### src/rtl/fpmul_pkg.sv
package fpmul_pkg;

  // Operand class after decoding the reserved exponent codes.
  typedef enum logic [1:0] {
    CLS_ZERO = 2'd0,
    CLS_NORM = 2'd1,
    CLS_INF  = 2'd2,
    CLS_NAN  = 2'd3
  } fp_cls_e;

  typedef struct packed {
    logic inv;
    logic ovf;
    logic unf;
  } fp_flags_t;

endpackage

### src/rtl/fpmul_unpack.sv
module fpmul_unpack
  import fpmul_pkg::*;
#(
  parameter int EXP_W  = 8,
  parameter int FRAC_W = 23
) (
  input  logic [EXP_W+FRAC_W:0] op,
  output logic                  sign,
  output logic [EXP_W-1:0]      exp,
  output logic [FRAC_W:0]       mant,
  output fp_cls_e               cls
);
  logic [FRAC_W-1:0] frac;

  assign sign = op[EXP_W+FRAC_W];
  assign exp  = op[EXP_W+FRAC_W-1:FRAC_W];
  assign frac = op[FRAC_W-1:0];
  assign mant = {1'b1, frac};

  // Zero exponent means no hidden bit; denormals are flushed to zero here.
  always_comb begin
    if (exp == '0)
      cls = CLS_ZERO;
    else if (exp == '1)
      cls = (frac == '0) ? CLS_INF : CLS_NAN;
    else
      cls = CLS_NORM;
  end
endmodule

### src/rtl/fpmul_round.sv
module fpmul_round #(
  parameter int EXP_W  = 8,
  parameter int FRAC_W = 23,
  localparam int W      = 1 + EXP_W + FRAC_W,
  localparam int MANT_W = FRAC_W + 1,
  localparam int PROD_W = 2 * MANT_W,
  localparam int ESW    = EXP_W + 2,
  localparam int EMAX   = (1 << EXP_W) - 1
) (
  input  logic [PROD_W-1:0]     prod,
  input  logic signed [ESW-1:0] exp_in,
  input  logic                  sign,
  output logic [W-1:0]          result,
  output logic                  ovf,
  output logic                  unf
);
  logic [PROD_W-1:0]     norm;
  logic [MANT_W-1:0]     kept;
  logic                  g_bit, r_bit, s_bit, rnd_up;
  logic [MANT_W:0]       rsum;
  logic                  carry;
  logic signed [ESW-1:0] e_fin;

  // Product of two 1.x significands lies in [1,4): at most one left shift.
  assign norm  = prod[PROD_W-1] ? prod : (prod << 1);
  assign kept  = norm[PROD_W-1 -: MANT_W];
  assign g_bit = norm[MANT_W-1];
  assign r_bit = norm[MANT_W-2];
  assign s_bit = |norm[MANT_W-3:0];

  // Nearest-even: round up above half, or at exactly half when kept is odd.
  assign rnd_up = g_bit & (r_bit | s_bit | kept[0]);
  assign rsum   = {1'b0, kept} + {{MANT_W{1'b0}}, rnd_up};
  assign carry  = rsum[MANT_W];

  // On carry rsum is 10..0, so its low fraction bits already read as the
  // significand 1.0 after the extra right shift; only the exponent moves.
  assign e_fin = exp_in
               + $signed({{(ESW-1){1'b0}}, prod[PROD_W-1]})
               + $signed({{(ESW-1){1'b0}}, carry});

  always_comb begin
    ovf    = 1'b0;
    unf    = 1'b0;
    result = {sign, e_fin[EXP_W-1:0], rsum[FRAC_W-1:0]};
    if (e_fin > ESW'(EMAX - 1)) begin
      ovf    = 1'b1;
      result = {sign, {EXP_W{1'b1}}, {FRAC_W{1'b0}}};
    end else if (e_fin < ESW'(1)) begin
      unf    = 1'b1;
      result = {sign, {(W-1){1'b0}}};
    end
  end
endmodule

### src/rtl/fpmul_sp.sv
module fpmul_sp
  import fpmul_pkg::*;
#(
  parameter int EXP_W  = 8,
  parameter int FRAC_W = 23,
  localparam int W      = 1 + EXP_W + FRAC_W,
  localparam int MANT_W = FRAC_W + 1,
  localparam int PROD_W = 2 * MANT_W,
  localparam int ESW    = EXP_W + 2,
  localparam int BIAS   = (1 << (EXP_W - 1)) - 1
) (
  input  logic         clk,
  input  logic         rst_n,
  input  logic         in_valid,
  output logic         in_ready,
  input  logic [W-1:0] in_a,
  input  logic [W-1:0] in_b,
  output logic         out_valid,
  input  logic         out_ready,
  output logic [W-1:0] out_result,
  output logic         out_ovf,
  output logic         out_unf,
  output logic         out_inv
);
  localparam logic [W-1:0] QNAN =
    {1'b0, {EXP_W{1'b1}}, 1'b1, {(FRAC_W-1){1'b0}}};

  // ---------------- operand decode ----------------
  logic [W-1:0]       opnd   [2];
  logic               u_sign [2];
  logic [EXP_W-1:0]   u_exp  [2];
  logic [MANT_W-1:0]  u_mant [2];
  fp_cls_e            u_cls  [2];

  assign opnd[0] = in_a;
  assign opnd[1] = in_b;

  for (genvar g = 0; g < 2; g++) begin : g_unp
    fpmul_unpack #(.EXP_W(EXP_W), .FRAC_W(FRAC_W)) u_unp (
      .op   (opnd[g]),
      .sign (u_sign[g]),
      .exp  (u_exp[g]),
      .mant (u_mant[g]),
      .cls  (u_cls[g])
    );
  end

  // Whole pipe advances together; the last stage is the only one that can block.
  logic adv;
  assign adv      = !out_valid || out_ready;
  assign in_ready = adv;

  // ---------------- stage 1: specials and exponent sum ----------------
  logic                  p_sign, p_special, nan_any, inf_zero, inf_any, zero_any;
  logic [W-1:0]          p_spec_res;
  fp_flags_t             p_spec_flg;
  logic signed [ESW-1:0] p_exp;

  assign p_sign   = u_sign[0] ^ u_sign[1];
  assign nan_any  = (u_cls[0] == CLS_NAN) || (u_cls[1] == CLS_NAN);
  assign inf_any  = (u_cls[0] == CLS_INF) || (u_cls[1] == CLS_INF);
  assign zero_any = (u_cls[0] == CLS_ZERO) || (u_cls[1] == CLS_ZERO);
  assign inf_zero = inf_any && zero_any;
  assign p_exp    = $signed({2'b00, u_exp[0]}) + $signed({2'b00, u_exp[1]})
                  - ESW'(BIAS);

  always_comb begin
    p_special  = 1'b1;
    p_spec_flg = '0;
    p_spec_res = {p_sign, {(W-1){1'b0}}};
    if (nan_any || inf_zero) begin
      p_spec_res     = QNAN;
      p_spec_flg.inv = 1'b1;
    end else if (inf_any) begin
      p_spec_res = {p_sign, {EXP_W{1'b1}}, {FRAC_W{1'b0}}};
    end else if (!zero_any) begin
      p_special = 1'b0;
    end
  end

  logic                  s1_valid, s1_sign, s1_special;
  logic [W-1:0]          s1_spec_res;
  fp_flags_t             s1_spec_flg;
  logic signed [ESW-1:0] s1_exp;
  logic [MANT_W-1:0]     s1_ma, s1_mb;

  // ---------------- stage 2: significand product ----------------
  logic                  s2_valid, s2_sign, s2_special;
  logic [W-1:0]          s2_spec_res;
  fp_flags_t             s2_spec_flg;
  logic signed [ESW-1:0] s2_exp;
  logic [PROD_W-1:0]     s2_prod;

  // ---------------- stage 3: normalize, round, pack ----------------
  logic [W-1:0] r_res;
  logic         r_ovf, r_unf;

  fpmul_round #(.EXP_W(EXP_W), .FRAC_W(FRAC_W)) u_rnd (
    .prod   (s2_prod),
    .exp_in (s2_exp),
    .sign   (s2_sign),
    .result (r_res),
    .ovf    (r_ovf),
    .unf    (r_unf)
  );

  always_ff @(posedge clk or negedge rst_n) begin
    if (!rst_n) begin
      s1_valid  <= 1'b0;
      s2_valid  <= 1'b0;
      out_valid <= 1'b0;
    end else if (adv) begin
      s1_valid  <= in_valid;
      s2_valid  <= s1_valid;
      out_valid <= s2_valid;
    end
  end

  always_ff @(posedge clk) begin
    if (adv) begin
      s1_sign     <= p_sign;
      s1_special  <= p_special;
      s1_spec_res <= p_spec_res;
      s1_spec_flg <= p_spec_flg;
      s1_exp      <= p_exp;
      s1_ma       <= u_mant[0];
      s1_mb       <= u_mant[1];

      s2_sign     <= s1_sign;
      s2_special  <= s1_special;
      s2_spec_res <= s1_spec_res;
      s2_spec_flg <= s1_spec_flg;
      s2_exp      <= s1_exp;
      s2_prod     <= PROD_W'(s1_ma) * PROD_W'(s1_mb);

      if (s2_special) begin
        out_result <= s2_spec_res;
        out_inv    <= s2_spec_flg.inv;
        out_ovf    <= s2_spec_flg.ovf;
        out_unf    <= s2_spec_flg.unf;
      end else begin
        out_result <= r_res;
        out_inv    <= 1'b0;
        out_ovf    <= r_ovf;
        out_unf    <= r_unf;
      end
    end
  end
endmodule

### config.mk
export PLATFORM = sky130hd
export DESIGN_NAME = fpmul_sp
export DESIGN_NICKNAME = d
export VERILOG_FILES = /design/src/rtl/fpmul_pkg.sv /design/src/rtl/fpmul_unpack.sv /design/src/rtl/fpmul_round.sv /design/src/rtl/fpmul_sp.sv
export SDC_FILE = /design/constraint.sdc
export NUM_CORES = 2
export LEC_CHECK = 0
export BUFFER_PORTS_ARGS = -buffer_cell sky130_fd_sc_hd__buf_4
export CORE_MARGIN = 5
export CORE_UTILIZATION = 56
export DETAILED_ROUTE_END_ITERATION = 12
export PLACE_DENSITY = 0.74
export SYNTH_ARGS = -nofsm -noshare
export SYNTH_HDL_FRONTEND = slang
export SYNTH_SLANG_ARGS = --single-unit
### constraint.sdc
create_clock -name clk -period 16 [get_ports clk]
set_input_delay 4.8 -clock clk [delete_from_list [all_inputs] [get_ports clk]]
set_output_delay 4.8 -clock clk [all_outputs]
set_load 0.03 [all_outputs]
==> run summary <==
==================================================================================
Result of the run                                                     finished clean
Critical path peak fanout                                                       43
Depth of the worst register-to-register path                                    25
Worst path buffer plus inverter count                                            2
Largest incremental delay on the critical path                             0.52 ns
Post-DP Area                                                          26,980 sq um
Cell taking the most area after synthesis                             sky130_fd_sc_hd__fa_1
Setup_tns                                                                     0 ns
Arrival @ worst endpoint                                                   5.68 ns
Ranking of synthesized cells by area                                  sky130_fd_sc_hd__fa_1 38%, sky130_fd_sc_hd__edfxtp_1 19%, sky130_fd_sc_hd__ha_1 9.3%
Critical Path Sink Type                                                output port
Final GP Congestion                                                         0.9049
Startpoint type of the worst setup path                                  input pin
Depth of the worst hold-timing path                                              0
Fraction of layout cells with a size suffix above 1                        0.07011
DR vias/cell                                                                 5.570
Buffers added on ports                                                         104
Share of Yosys cell area claimed by the top area cell type                  0.3779
Overall via count from detail_route                                         18,130
Number of unique standard cell types used by synthesis                          62
Number of DRC markers in iteration 0                                         1,181
Setup repair after global routing missed its margin                          false
Slowest cell on crit path                                             sky130_fd_sc_hd__nand2b_4
Number of global-route vias before repair                                   20,190
Setup violations, final                                                          0
Endpoints failing hold                                                           0
CTS tree                                                                     built
Required time of the critical path                                        11.20 ns
Most used flip-flop cell after synthesis                              sky130_fd_sc_hd__edfxtp_1
Number of remaining DRC errors                                                   0
Total Nets Final                                                             3,383
Length of the first detailed-routing pass in iterations                          6
Synth warnings                                                                   0
Final clock skew                                                        0.02306 ns
HPWL after detailed placement                                         47,910 microns
Most instantiated library cell after synthesis                        sky130_fd_sc_hd__inv_1
Cell area after synthesis                                             25,640 sq um
Worst-case clock buffer depth                                                    2
Most numerous cell on the critical path                               sky130_fd_sc_hd__buf_4
Post-CTS Hold Buffers                                                            0
Global-route total usage across every layer                                 0.2604
Cell family contributing the most delay on the critical path          simple AND/OR/NAND/NOR gates
Ranking of synthesized cells by instance count                        589 x sky130_fd_sc_hd__inv_1, 484 x sky130_fd_sc_hd__fa_1, 304 x sky130_fd_sc_hd__nand2_1, 254 x sky130_fd_sc_hd__and2_1, 191 x sky130_fd_sc_hd__ha_1
Clock root buffer                                                     sky130_fd_sc_hd__clkbuf_16
Final design instance area without fill                               27,610 sq um
Worst path cell trace                                                 buf_4 > nand2b_4 > buf_4
Initial antenna violation count                                                  1
Pin count of the biggest net entering global routing                            64
Worst-Margin Slew                                                         1.275 ns
Max transition margin                                                       0.1500
Avg Cell Area, Syn                                                     9.845 sq um
Post-cts resize count                                                            0
Classification of the worst setup path                                input pin to output port
Horiz. Die Dim                                                        224.0 microns
Worst-skew pair later-pin latency                                          0.50 ns
Post-route minimum period                                                 10.48 ns
Wire length after detailed routing                                    62,610 microns
Maximum operating frequency                                              95.45 MHz
Effective utilization at floorplan                                          0.5649
Portion of the post-synthesis area used by sequential elements              0.1915
I/O pin count                                                                  105
Instance count after placement with tap cells included                       3,221
Die area                                                              50,160 sq um
Number of buffers inserted during clock tree synthesis                          17
Final clock period utilization by the worst path                            0.6548
Cell count after synthesis                                                   2,604
Number of max-slew violations in the final report                                0
Number of nets with antenna violations after routing                             0
Worst path depth                                                                 3
Min-Delay Path Class                                                  register to register
Signed area change from the synthesized netlist to the final layout         7.706%
Die outline height                                                    224.0 microns
First-pass GRT wire length                                            102,400 microns
Number of H-tree levels                                                          4
Grt total ovfl                                                                   0
Post-Syn Nets                                                                3,347
Max-cap check violation count                                                    0
Std-Cell Rows                                                                   78
Total of flip-flops plus latches after synthesis                               164
Post-CTS setup buffer count                                                      0
Post-Route Hold Slack                                                    0.4199 ns
Reg clk slew, reported paths                                               0.07 ns
Filler-free cell count of the finished design                                3,255
Clock sink total                                                               164
Core box area                                                         45,380 sq um
Average wire per cell in the routed design                            19.23 microns
Asr flop ratio synth                                                       0.01829
Count of flip-flops with a built-in enable after synthesis                     161
==================================================================================
## worst register-to-register path, stage by stage (launching register included)
cell and delay [ns]:
sky130_fd_sc_hd__edfxtp_1 0.96, sky130_fd_sc_hd__inv_1 0.44, sky130_fd_sc_hd__nor2_1 0.22, sky130_fd_sc_hd__fa_1 0.46
sky130_fd_sc_hd__fa_1 0.52, sky130_fd_sc_hd__inv_1 0.05, sky130_fd_sc_hd__fa_1 0.48, sky130_fd_sc_hd__inv_1 0.05
sky130_fd_sc_hd__fa_1 0.50, sky130_fd_sc_hd__inv_1 0.06, sky130_fd_sc_hd__fa_1 0.54, sky130_fd_sc_hd__inv_1 0.05
sky130_fd_sc_hd__fa_1 0.50, sky130_fd_sc_hd__inv_1 0.07, sky130_fd_sc_hd__fa_1 0.48, sky130_fd_sc_hd__inv_1 0.06
sky130_fd_sc_hd__ha_1 0.39, sky130_fd_sc_hd__a21o_1 0.22, sky130_fd_sc_hd__nor4b_1 0.14, sky130_fd_sc_hd__a211o_1 0.31
sky130_fd_sc_hd__a311o_1 0.36, sky130_fd_sc_hd__a21oi_1 0.33, sky130_fd_sc_hd__o31a_1 0.29, sky130_fd_sc_hd__o21a_1 0.22
sky130_fd_sc_hd__o21ai_0 0.14, sky130_fd_sc_hd__xnor2_1 0.16
## layout make-up
class / count / area (sq um)
clock inverters: 15 / 203.9
diodes: 2 / 5.005
fillers: 3751 / 17770
flip-flops and latches: 164 / 4910
multi-input cells: 1729 / 18070
repair buffers: 136 / 1021
inverters: 592 / 2222
well taps: 600 / 750.7
clock buffers: 17 / 425.4
## path summary, 6_finish.rpt
path                                start     endpoint  slack, ns
worst max-delay path            out_ready     in_ready       5.52
worst min-delay path            s1_exp[2]    s2_exp[2]       0.42
worst max register to register   s1_ma[8]  s2_prod[41]       7.72
worst min register to register  s1_exp[2]    s2_exp[2]       0.42
max in group asynchronous           rst_n    out_valid      11.83
min in group asynchronous           rst_n     s2_valid       4.08
## stage by stage
step | utilization | setup slack [ns]
after floorplan | - | 2.253
after global placement | 0.5945 | 5.512
after CTS | 0.6084 | 5.500
after detailed placement | 0.5945 | 5.500
after global routing | 0.6084 | 5.469
final | 0.6085 | 5.523
## flip-flops by register name (all words and copies together), names as in the netlist, 3 cells and up
signal and count:
s2_prod 48, s2_spec_res 3, out_result 32, s2_exp 10, s1_ma 23, s1_spec_res 3
s1_mb 23, s1_exp 10
## cells in the final DEF, fill, tap and decap left out, types with 34 or more instances in the layout
cell type                  instances
sky130_fd_sc_hd__edfxtp_1        161
sky130_fd_sc_hd__buf_4           136
sky130_fd_sc_hd__xnor2_1          56
sky130_fd_sc_hd__xor2_1           34
sky130_fd_sc_hd__nor2_1           88
sky130_fd_sc_hd__nand2_1         304
sky130_fd_sc_hd__inv_1           589
sky130_fd_sc_hd__ha_1            191
sky130_fd_sc_hd__fa_1            484
sky130_fd_sc_hd__and2_1          254
sky130_fd_sc_hd__a21oi_1          55
## routing by layer
| layer | GRT usage | routed length [microns] | up-vias |
|---|---|---|---|
| li1 | - | - | 7986 |
| met1 | 0.3100 | 22690 | 9218 |
| met2 | 0.4500 | 31990 | 709 |
| met3 | 0.04940 | 4580 | 216 |
| met4 | 0.1381 | 3347 | 0 |
| met5 | 0 | 0 | - |
## kinds of logic (layout without fill, tap and decap cells)
family / after synthesis / in the layout / share of synthesized area
AO/OA/AOI/OAI: 184 / 184 / 0.04822
other: 0 / 2 / 0
AND/OR/NAND/NOR: 769 / 769 / 0.1496
buffers and inverters: 711 / 760 / 0.1042
multiplexers: 11 / 11 / 0.004539
flip-flops: 164 / 164 / 0.1915
adder cells (fa/ha/maj): 675 / 675 / 0.4712
XOR/XNOR: 90 / 90 / 0.03075
Power is left out: the tool's default activity adds up to more than one toggle a clock period on the data nets, which glitch-free logic cannot reach.
